$ cat src/rtl/hsec_pkg.sv
package hsec_pkg;

    typedef struct packed {
        logic [3:0] tens;
        logic [3:0] ones;
    } bcd2_t;

    // BCD increment of a two-digit value; wrap flag set on 99 -> 00
    function automatic bcd2_t bcd2_inc(input bcd2_t v, output logic wrap);
        bcd2_t r;
        r    = v;
        wrap = 1'b0;
        if (v.ones == 4'd9) begin
            r.ones = 4'd0;
            if (v.tens == 4'd9) begin
                r.tens = 4'd0;
                wrap   = 1'b1;
            end else begin
                r.tens = v.tens + 4'd1;
            end
        end else begin
            r.ones = v.ones + 4'd1;
        end
        return r;
    endfunction

endpackage

$ cat src/rtl/hsec_ratio_seq.sv
module hsec_ratio_seq #(
    parameter int DIV_LONG   = 41,
    parameter int DIV_SHORT  = 40,
    parameter int LONG_COUNT = 24
) (
    input  logic clk,
    input  logic rst,
    input  logic step,
    input  logic restart,
    output logic tick
);
    localparam int PERIODS = LONG_COUNT + 1;
    localparam int PW      = $clog2(PERIODS);
    localparam int DW      = $clog2(DIV_LONG);
    localparam logic [DW-1:0] LAST_LONG  = DW'(DIV_LONG - 1);
    localparam logic [DW-1:0] LAST_SHORT = DW'(DIV_SHORT - 1);
    localparam logic [PW-1:0] SHORT_IDX  = PW'(LONG_COUNT);

    typedef struct packed {
        logic [DW-1:0] cnt;
        logic [PW-1:0] per;
        logic          tick;
    } seq_t;

    seq_t st_d, st_q;
    logic [DW-1:0] last_cnt;

    always_comb begin
        st_d      = st_q;
        st_d.tick = 1'b0;
        last_cnt  = (st_q.per == SHORT_IDX) ? LAST_SHORT : LAST_LONG;
        if (restart) begin
            st_d.cnt = '0;
            st_d.per = '0;
        end else if (step) begin
            if (st_q.cnt == last_cnt) begin
                st_d.cnt  = '0;
                st_d.tick = 1'b1;
                st_d.per  = (st_q.per == SHORT_IDX) ? '0 : st_q.per + PW'(1);
            end else begin
                st_d.cnt = st_q.cnt + DW'(1);
            end
        end
    end

    always_ff @(posedge clk) begin
        if (rst) st_q <= '0;
        else     st_q <= st_d;
    end

    assign tick = st_q.tick;

endmodule

$ cat src/rtl/hsec_bcd_counter.sv
module hsec_bcd_counter
    import hsec_pkg::*;
(
    input  logic       clk,
    input  logic       rst,
    input  logic       inc,
    input  logic       load,
    input  logic [7:0] load_val,
    output logic [7:0] value,
    output logic       carry
);
    typedef struct packed {
        bcd2_t val;
        logic  carry;
    } cnt_t;

    cnt_t  st_d, st_q;
    bcd2_t inc_val;
    logic  inc_wrap;

    always_comb begin
        inc_val    = bcd2_inc(st_q.val, inc_wrap);
        st_d       = st_q;
        st_d.carry = 1'b0;
        if (load) begin
            st_d.val = bcd2_t'(load_val);
        end else if (inc) begin
            st_d.val   = inc_val;
            st_d.carry = inc_wrap;
        end
    end

    always_ff @(posedge clk) begin
        if (rst) st_q <= '0;
        else     st_q <= st_d;
    end

    assign value = st_q.val;
    assign carry = st_q.carry;

endmodule

$ cat src/rtl/hsec_tick_gen.sv
module hsec_tick_gen #(
    parameter int DIV_LONG   = 41,
    parameter int DIV_SHORT  = 40,
    parameter int LONG_COUNT = 24
) (
    input  logic       clk,
    input  logic       rst,
    input  logic       en_4k,
    input  logic       osc_run,
    input  logic       wr_en,
    input  logic [7:0] wr_data,
    output logic       tick_100,
    output logic [7:0] hsec_bcd,
    output logic       sec_carry
);
    logic step;

    assign step = en_4k & osc_run;

    hsec_ratio_seq #(
        .DIV_LONG  (DIV_LONG),
        .DIV_SHORT (DIV_SHORT),
        .LONG_COUNT(LONG_COUNT)
    ) u_seq (
        .clk    (clk),
        .rst    (rst),
        .step   (step),
        .restart(wr_en),
        .tick   (tick_100)
    );

    hsec_bcd_counter u_cnt (
        .clk     (clk),
        .rst     (rst),
        .inc     (tick_100),
        .load    (wr_en),
        .load_val(wr_data),
        .value   (hsec_bcd),
        .carry   (sec_carry)
    );

endmodule

$ cat config.mk
export PLATFORM = sky130hd
export DESIGN_NAME = hsec_tick_gen
export DESIGN_NICKNAME = d
export VERILOG_FILES = /design/src/rtl/hsec_pkg.sv /design/src/rtl/hsec_ratio_seq.sv /design/src/rtl/hsec_bcd_counter.sv /design/src/rtl/hsec_tick_gen.sv
export SDC_FILE = /design/constraint.sdc
export NUM_CORES = 1
export LEC_CHECK = 0
export BUFFER_PORTS_ARGS = -buffer_cell sky130_fd_sc_hd__buf_2
export CAP_MARGIN = 0
export CORE_MARGIN = 4
export CORE_UTILIZATION = 40
export DETAILED_ROUTE_END_ITERATION = 8
export PLACE_DENSITY = 0.73
export RECOVER_POWER = 100
export REMOVE_ABC_BUFFERS = 1
export SLEW_MARGIN = 10
export SYNTH_ARGS = -nofsm -noshare
export SYNTH_HDL_FRONTEND = slang
export SYNTH_SLANG_ARGS = --single-unit
$ cat constraint.sdc
create_clock -name clk -period 1.8 [get_ports clk]
set_input_delay 0.45 -clock clk [delete_from_list [all_inputs] [get_ports clk]]
set_output_delay 0.45 -clock clk [all_outputs]
set_load 0.02 [all_outputs]
# ---- Word-level counts from Yosys, hierarchy flattened
# Index checks and enable logic that the tools add are counted.
dict set report word_totals {
  word_cells 36
  inputBits 13
  register_bits 21
}
dict set report op_classes {
  muxes 11
  n_reduce_logical 7
  n_addsub 4
  eq_ne 4
  bitwise_logic 4
}
# operator count
set ops {}
lappend ops {{2-to-1 mux 4 bit} 4}
lappend ops {{2-to-1 mux 9 bit} 1}
lappend ops {{adder 4 x 1 -> 4 bit (second input constant)} 2}
lappend ops {{== test 4 bit (second input constant)} 2}
lappend ops {{2-to-1 mux 8 bit} 1}
lappend ops {{adder 6 x 1 -> 6 bit (second input constant)} 1}
lappend ops {{== test 6 bit} 1}
lappend ops {{2-to-1 mux 6 bit} 1}
lappend ops {{adder 5 x 1 -> 5 bit (second input constant)} 1}
lappend ops {{== test 5 bit (second input constant)} 1}
lappend ops {{2-to-1 mux 5 bit} 1}
lappend ops {{AND reduction 2 bit} 2}
lappend ops {{nonzero test 2 bit} 2}
lappend ops {{OR reduction 4 bit} 1}
lappend ops {{2-to-1 mux 1 bit} 3}
lappend ops {{NOT 1 bit} 3}
lappend ops {{OR reduction 3 bit} 1}
lappend ops {{OR reduction 2 bit} 1}
lappend ops {{AND 1 bit} 1}

# ---- Depth between registers and ports, before layout
# Gate-level depths: netlist of the first run.
dict set report depth {
  depth_word 5
  depth_mapped 6
}

# ---- Cells and area by module
# A second synthesis of the first run with hierarchy kept.
dict set report unflattened {
  hier_cells 133
  area_unflattened_um2 1223.7
}
# module seq_area_each_um2 cells_per_inst n_inst area_per_inst_um2
set by_module_without_submodules {}
lappend by_module_without_submodules {hsec_ratio_seq 240.2 68 1 629.4}
lappend by_module_without_submodules {hsec_bcd_counter 180.2 64 1 588.1}
lappend by_module_without_submodules {hsec_tick_gen 0.0 1 1 6.3}

# ---- Worst setup path before layout of the first run
# No wires, ideal clock.
dict set report synth_timing {
  path_type {reg2reg}
  start {register u_cnt.st_q, in the netlist u_cnt.value[5]}
  end {register u_cnt.st_q, in the netlist u_cnt.value[5]}
  t_required_ns 1.726
  path_slack_ns 0.228
  setup_time_ns 0.074
  arrival_ns 1.497
  path_stages_with_launch 7
  synth_period_minus_slack_ns 1.572
  path_cell_list {dfxtp_1 inv_1 ha_1 nand3b_1 and3b_1 or3b_1 a31oi_1}
}
dict set report synth_via {
  elab_chain_cells 5
}
# item line
set synth_lines {}
lappend synth_lines {{start: declaration} hsec_bcd_counter.sv:17} ;# cnt_t st_d, st_q;
lappend synth_lines {{start signal: assignment} hsec_bcd_counter.sv:35} ;# else st_q <= st_d;
lappend synth_lines {{adder 4 x 1 -> 4 bit or == test 4 bit (tied branches)} {hsec_pkg.sv:19, hsec_pkg.sv:15}}
lappend synth_lines {{2-to-1 mux 4 bit (*)} hsec_pkg.sv:15} ;# if (v.tens == 4'd9) begin
lappend synth_lines {{2-to-1 mux 4 bit (*)} hsec_pkg.sv:13} ;# if (v.ones == 4'd9) begin
lappend synth_lines {{2-to-1 mux 9 bit (*)} hsec_bcd_counter.sv:27} ;# end else if (inc) begin
lappend synth_lines {{2-to-1 mux 8 bit (*)} hsec_bcd_counter.sv:25} ;# if (load) begin
# Mark *: on every way between the ends. The rest lies on a longest branch, timed or not. The select of a mux whose other input is x is not followed.
# A chain may end at the register's enable or synchronous reset.

# ---- Final worst setup path of the first run
dict set report layout_timing {
  start {register u_seq.st_q[1] (netlist name)}
  end {register u_seq.st_q[1] (netlist name)}
}
dict set report layout_via {
  elab_chain_cells 4
}
# item line
set layout_lines {}
lappend layout_lines {{start: declaration} hsec_ratio_seq.sv:25} ;# seq_t st_d, st_q;
lappend layout_lines {{start signal: assignment} hsec_ratio_seq.sv:48} ;# else st_q <= st_d;
lappend layout_lines {{== test 5 bit} {hsec_ratio_seq.sv:31, hsec_ratio_seq.sv:39}}
lappend layout_lines {{2-to-1 mux 4 bit} hsec_ratio_seq.sv:31} ;# last_cnt = (st_q.per == SHORT_IDX) ? LAST_SHORT : LAST_LONG;
lappend layout_lines {{== test 6 bit} hsec_ratio_seq.sv:36} ;# if (st_q.cnt == last_cnt) begin
lappend layout_lines {{AND reduction 2 bit (no line)} -}
# Several ways; a longest one is shown, not always the timed one.

==> impl_metrics.json, run 1 <==
{
  "status": "complete, no violations",
  "drive_gt1_frac": 0.145,
  "synth_cell_types": 43,
  "fin_crit_ns": 1.66,
  "nFillCells": 262,
  "instances_no_fill": 182,
  "synthCells": 126,
  "clock_sinks": 21,
  "hold_buffers": 0,
  "worst_skew_pair.late_latency_ns": 0.30,
  "nNetsFinal": 171,
  "synth_area_leaders": "dfxtp_1 (38%), ha_1 (5.7%), nor2_1 (5.5%), nand3_1 (4.1%), xnor2_1 (4.0%)",
  "fmax_ghz": 0.603,
  "via_per_inst": 5.53,
  "cts_setup_buffers": 0,
  "netlist_area_um2": 1100,
  "reg2reg_to": "u_seq.st_q[1]$_SDFFE_PP0P_",
  "grt_overflow": 0,
  "place.gp.congestion": 0.809,
  "cp.required_ns": 1.99,
  "yosysSeqAreaShare": 0.382,
  "synth-main-ff-cell": "dfxtp_1",
  "final.setup.tns_ns": 0,
  "cpMaxStageDelayCell": "dfxtp_1",
  "min_path_cells": 3,
  "cts_buffers": 3,
  "htree_levels": 1,
  "reg2reg_slack_ns": 0.14,
  "die_w_um": 60.4,
  "core_area_um2": 2540,
  "regToRegStartpoint": "u_seq.st_q[1]$_SDFFE_PP0P_",
  "gr-max-usage-layer": "met2",
  "synthArstFlopShare": 0,
  "num_vias": 1007,
  "grt_max_degree": 17,
  "cts_tree": "done",
  "die-area_um2": 3650,
  "grtUsageTotal": 0.142,
  "cp.arrival_ns": 1.85,
  "finalCritPeriodShare": 0.921,
  "crit_type": "reg2reg",
  "grt_use_met3": 0.0255,
  "ios": 23,
  "dpl.hpwl_um": 1740,
  "antenna_found_initial": 0,
  "dp.cells": 178,
  "grt_pass1_wl_um": 3890,
  "synth_edf_count": 0,
  "synth_area_leader_cell": "dfxtp_1",
  "io_buffers": 22,
  "rsz0062_at_grt": "no",
  "cp_max_fo": 9,
  "startpoint_type": "flip-flop",
  "use_met2": 0.258,
  "syn_avg_cell_area_um2": 8.73,
  "peakVddDrop_v": 0.000419,
  "num_rows": 18,
  "clockBufferDepth": 2,
  "worst_pin_slew_ns": 0.416,
  "synth_warnings": 0,
  "wirelength_um": 2330,
  "start_util": 0.432,
  "clkTransAtPathRegs_ns": 0.11,
  "synth_top_area_share": 0.382,
  "die_h_um": 60.4,
  "drc": 0,
  "syn_to_final_growth_pct": 15.4,
  "hp-class": "in2reg",
  "min_from": "wr_data[2]",
  "hold_viol": 0,
  "grt_pass1_vias": 945,
  "setup_viol": 0,
  "grt_use_met1": 0.157,
  "drtPass1Iterations": 5,
  "cp-end-kind": "flip-flop",
  "cts_resized": 0,
  "max-cap-violations": 0,
  "relSlewSlack": 0.722,
  "slowest_delay_ns": 0.37,
  "power_leakage_uw": 0.000471,
  "wl_per_cell_um": 12.8,
  "holdPathEnd": "u_cnt.value[2]$_SDFFE_PP0P_",
  "cts-root-buf": "clkbuf_4",
  "reg2regPathDepth": 6,
  "fin_util": 0.499,
  "skew_ns": 0.00444,
  "slew_viol_final": 0,
  "drt-initial-drc-count": 86,
  "crit_path_cell_trace": "inv_1 -> ha_1 -> and4b_1 -> mux2_4 -> o21ai_4 -> mux2i_1",
  "synth-seq-cells": 21,
  "diodes": 0,
  "p_per_area_nw_per_um2": 637,
  "ant_nets": 0
}
## registers in the layout, indices dropped and copies added, names as in the netlist
name	flops
u_cnt.carry	1
u_cnt.value	8
u_seq.st_q	11
u_seq.tick	1
## logic make-up (layout without fill, tap and decap cells)
logic type,count (synthesis),after routing,share of synthesized area
compound gates,25,25,0.170
xor+xnor,8,8,0.0637
fa+ha+maj,5,5,0.0569
buf+inv,9,35,0.0307
flops,21,21,0.382
mux,4,4,0.0410
simple gates,54,54,0.256
## metal layers
layer  up-vias  share of wire
met2        29           0.47
met4         0          0.022
met5         -              0
met1       470           0.43
li1        504              -
met3         4          0.076
## worst max path at each step
stage,start,end,slack (ns),cells after the start
global placement,u_seq.st_q[1]$_SDFFE_PP0P_,u_seq.st_q[1]$_SDFFE_PP0P_,0.21,6
detailed placement,u_seq.st_q[1]$_SDFFE_PP0P_,u_seq.st_q[1]$_SDFFE_PP0P_,0.14,6
floorplan,u_cnt.value[5]$_SDFFE_PP0P_,u_cnt.value[5]$_SDFFE_PP0P_,0.23,6
global route,u_seq.st_q[1]$_SDFFE_PP0P_,u_seq.st_q[1]$_SDFFE_PP0P_,0.04,6
CTS,u_seq.st_q[1]$_SDFFE_PP0P_,u_seq.st_q[1]$_SDFFE_PP0P_,0.13,6
finish,u_seq.st_q[1]$_SDFFE_PP0P_,u_seq.st_q[1]$_SDFFE_PP0P_,0.14,6
## synthesized netlist by cell type (3+ instances only)
master   instances
a21oi_1          5
dfxtp_1         21
ha_1             5
inv_1            7
mux2i_1          3
nand2_1         11
nand3_1          9
nor2_1          16
xnor2_1          5
xor2_1           3
## worst max-delay path, delay by kind of cell, from the launching register on
kind	cells	cell delay [ns]
adders and majority gates	1	0.19
muxes	2	0.45
and+or+nand+nor	1	0.21
DFF	1	0.37
buffers and inverters	1	0.08
AOI/OAI and AO/OA	1	0.25
## cells in the final DEF, fill, tap and decap left out, types with 2 or more instances in the layout
| cell type | n |
|---|---|
| o31ai_1 | 2 |
| buf_2 | 12 |
| or3b_1 | 2 |
| a21oi_1 | 5 |
| nand2_1 | 11 |
| a221oi_1 | 2 |
| inv_1 | 7 |
| mux2i_1 | 3 |
| a21o_1 | 2 |
| a31oi_1 | 2 |
| ha_1 | 5 |
| xor2_1 | 3 |
| nor3_1 | 2 |
| o21ai_0 | 2 |
| nand3_1 | 9 |
| buf_4 | 2 |
| clkbuf_4 | 3 |
| xnor2_1 | 5 |
| nor2_1 | 16 |
| nand2b_1 | 2 |
| dfxtp_1 | 21 |
| clkbuf_1 | 11 |
## layout make-up
type	instances	area, um2	area share
Clock buffer	4	26.3	0.0207
Tap cell	30	37.5	0.0296
Multi-Input combinational cell	96	646	0.509
Sequential cell	21	420	0.331
Inverter	7	26.3	0.0207
Timing Repair Buffer	24	113	0.0888
## where the power goes
group	switching, uW	leakage [uW]	internal [uW]
Sequential	17.2	0.000171	476
Combinational	52.6	0.000285	36.7
Clock	139	0.0000150	86.5
## through the flow
| stage | area, um2 | setup slack (ns) | hold slack, ns | total power (uW) |
|---|---|---|---|---|
| 3_3_place_gp | 1250 | 0.207 | 0.480 | 593 |
| 3_5_place_dp | 1250 | 0.138 | 0.489 | 596 |
| 5_1_grt | 1270 | 0.0395 | 0.384 | 860 |
| 4_1_cts | 1280 | 0.126 | 0.362 | 835 |
| 2_1_floorplan | 1090 | 0.229 | 0.451 | 552 |
| 6_report | 1270 | 0.142 | 0.379 | 808 |
(Power assumes the default switching activity.)
==> inputs of run 2 (changes only) <==
- CORE_ASPECT_RATIO: unset -> 0.9
==> impl_metrics.json, run 2 (same netlist as run 1, synthesis figures left out) <==
{
  "status": "complete, no violations",
  "diodes": 0,
  "cts_resized": 0,
  "cp.required_ns": 1.99,
  "ios": 23,
  "syn_to_final_growth_pct": 15.2,
  "reg2reg_to": "u_seq.st_q[1]$_SDFFE_PP0P_",
  "cts_setup_buffers": 0,
  "mostFrequentLayoutCell": "dfxtp_1",
  "reg2regPathDepth": 6,
  "largest_reg_flops": 11,
  "start_util": 0.435,
  "worst_pin_slew_ns": 0.422,
  "holdWs_ns": 0.358,
  "hp-class": "in2reg",
  "via_per_inst": 5.54,
  "num_vias": 997,
  "min_path_cells": 3,
  "rsz0062_at_grt": "no",
  "min_from": "wr_data[0]",
  "regToRegStartpoint": "u_seq.st_q[2]$_SDFFE_PP0P_",
  "p_per_area_nw_per_um2": 648,
  "hold_buffers": 0,
  "htree_levels": 1,
  "drtPass1Iterations": 4,
  "slew_viol_final": 0,
  "fmax_ghz": 0.596,
  "worst_skew_pair.late_latency_ns": 0.31,
  "layout_common_cells": "dfxtp_1 (21), nor2_1 (16), buf_2 (12)",
  "die-area_um2": 3650,
  "grtUsageTotal": 0.132,
  "ant_nets": 0,
  "core_area_um2": 2530,
  "skew_ns": 0.0149,
  "holdPathEnd": "u_cnt.value[0]$_SDFFE_PP0P_",
  "cpMaxStageDelayCell": "dfxtp_1",
  "final.setup.tns_ns": 0,
  "clock_sinks": 21,
  "setup_viol": 0,
  "hold_viol": 0,
  "grt_pass1_wl_um": 3970,
  "cts-root-buf": "clkbuf_4",
  "startpoint_type": "flip-flop",
  "power_leakage_uw": 0.000473,
  "grt_max_degree": 13,
  "finalCritPeriodShare": 0.932,
  "grt_pass1_vias": 911,
  "fin_crit_ns": 1.68,
  "place.gp.congestion": 0.829,
  "max-cap-violations": 0,
  "drive_gt1_frac": 0.151,
  "slowest_delay_ns": 0.41,
  "cp_max_fo": 9,
  "die_w_um": 63.3,
  "cts_tree": "done",
  "relSlewSlack": 0.718,
  "peakVddDrop_v": 0.000381,
  "grt_overflow": 0,
  "wl_per_cell_um": 12.9,
  "cp-end-kind": "flip-flop",
  "antenna_found_initial": 0,
  "io_buffers": 22,
  "regMostFlops": "u_seq.st_q",
  "wirelength_um": 2330,
  "dpl.hpwl_um": 1710,
  "num_rows": 17,
  "clockBufferDepth": 2,
  "cts_buffers": 3,
  "cp.arrival_ns": 1.87,
  "die_h_um": 57.7,
  "crit_path_cell_trace": "inv_1 -> ha_1 -> and4b_1 -> mux2_4 -> o21ai_4 -> mux2i_1",
  "clkTransAtPathRegs_ns": 0.13,
  "drc": 0,
  "nNetsFinal": 171,
  "crit_type": "reg2reg",
  "reg2reg_slack_ns": 0.12,
  "drt-initial-drc-count": 108
}
run 2: how the worst max path moves through the flow:
stage,end,from,cells after the start
5_1_grt,u_seq.st_q[5]$_SDFFE_PP0P_,u_seq.st_q[2]$_SDFFE_PP0P_,6
2_1_floorplan,u_cnt.value[5]$_SDFFE_PP0P_,u_cnt.value[5]$_SDFFE_PP0P_,6
4_1_cts,u_seq.st_q[1]$_SDFFE_PP0P_,u_seq.st_q[1]$_SDFFE_PP0P_,6
3_3_place_gp,u_seq.st_q[3]$_SDFFE_PP0P_,u_seq.st_q[1]$_SDFFE_PP0P_,6
3_5_place_dp,u_seq.st_q[1]$_SDFFE_PP0P_,u_seq.st_q[1]$_SDFFE_PP0P_,6
6_report,u_seq.st_q[1]$_SDFFE_PP0P_,u_seq.st_q[2]$_SDFFE_PP0P_,6
run 2: per-stage QoR:
step	power (uW)	utilization	cells	cell area (um2)	setup WS (ns)
after CTS	838	0.506	180	1280	0.116
after detailed placement	598	0.495	176	1250	0.143
after floorplan	552	-	124	1090	0.229
after global routing	866	0.501	180	1270	0.0389
after global placement	595	0.495	176	1250	0.182
final	821	0.501	180	1270	0.122
run 2: report_power, final:
| group | internal [uW] | switching, uW |
|---|---|---|
| sequential | 476 | 17.5 |
| clock | 83.0 | 153 |
| combinational | 38.1 | 53.4 |
| total | 598 | 224 |
run 2: final cells by class:
type / count / area [um2]
Sequential cell: 21 / 420
Timing Repair Buffer: 24 / 113
Tap cell: 28 / 35.0
Clock inverter: 1 / 5.00
Multi-Input combinational cell: 96 / 646
Clock buffer: 3 / 22.5
Inverter: 7 / 26.3
Fill cell: 259 / 1260
run 2: metal layers:
metal	vias to the layer above	share of wire	wire length, um	global-route usage
met2	27	0.45	1040	0.221
met1	463	0.48	1110	0.172
met5	-	0	0	0
li1	505	-	-	-
met4	0	0.0034	8	0.0185
met3	2	0.075	174	0.0426
run 2: critical path, delay by kind of cell (launching register included):
family	cells	cell delay, ns
and+or+nand+nor	1	0.21
AOI/OAI and AO/OA	1	0.25
adders and majority gates	1	0.17
muxes	2	0.46
DFF	1	0.41
buffers and inverters	1	0.06
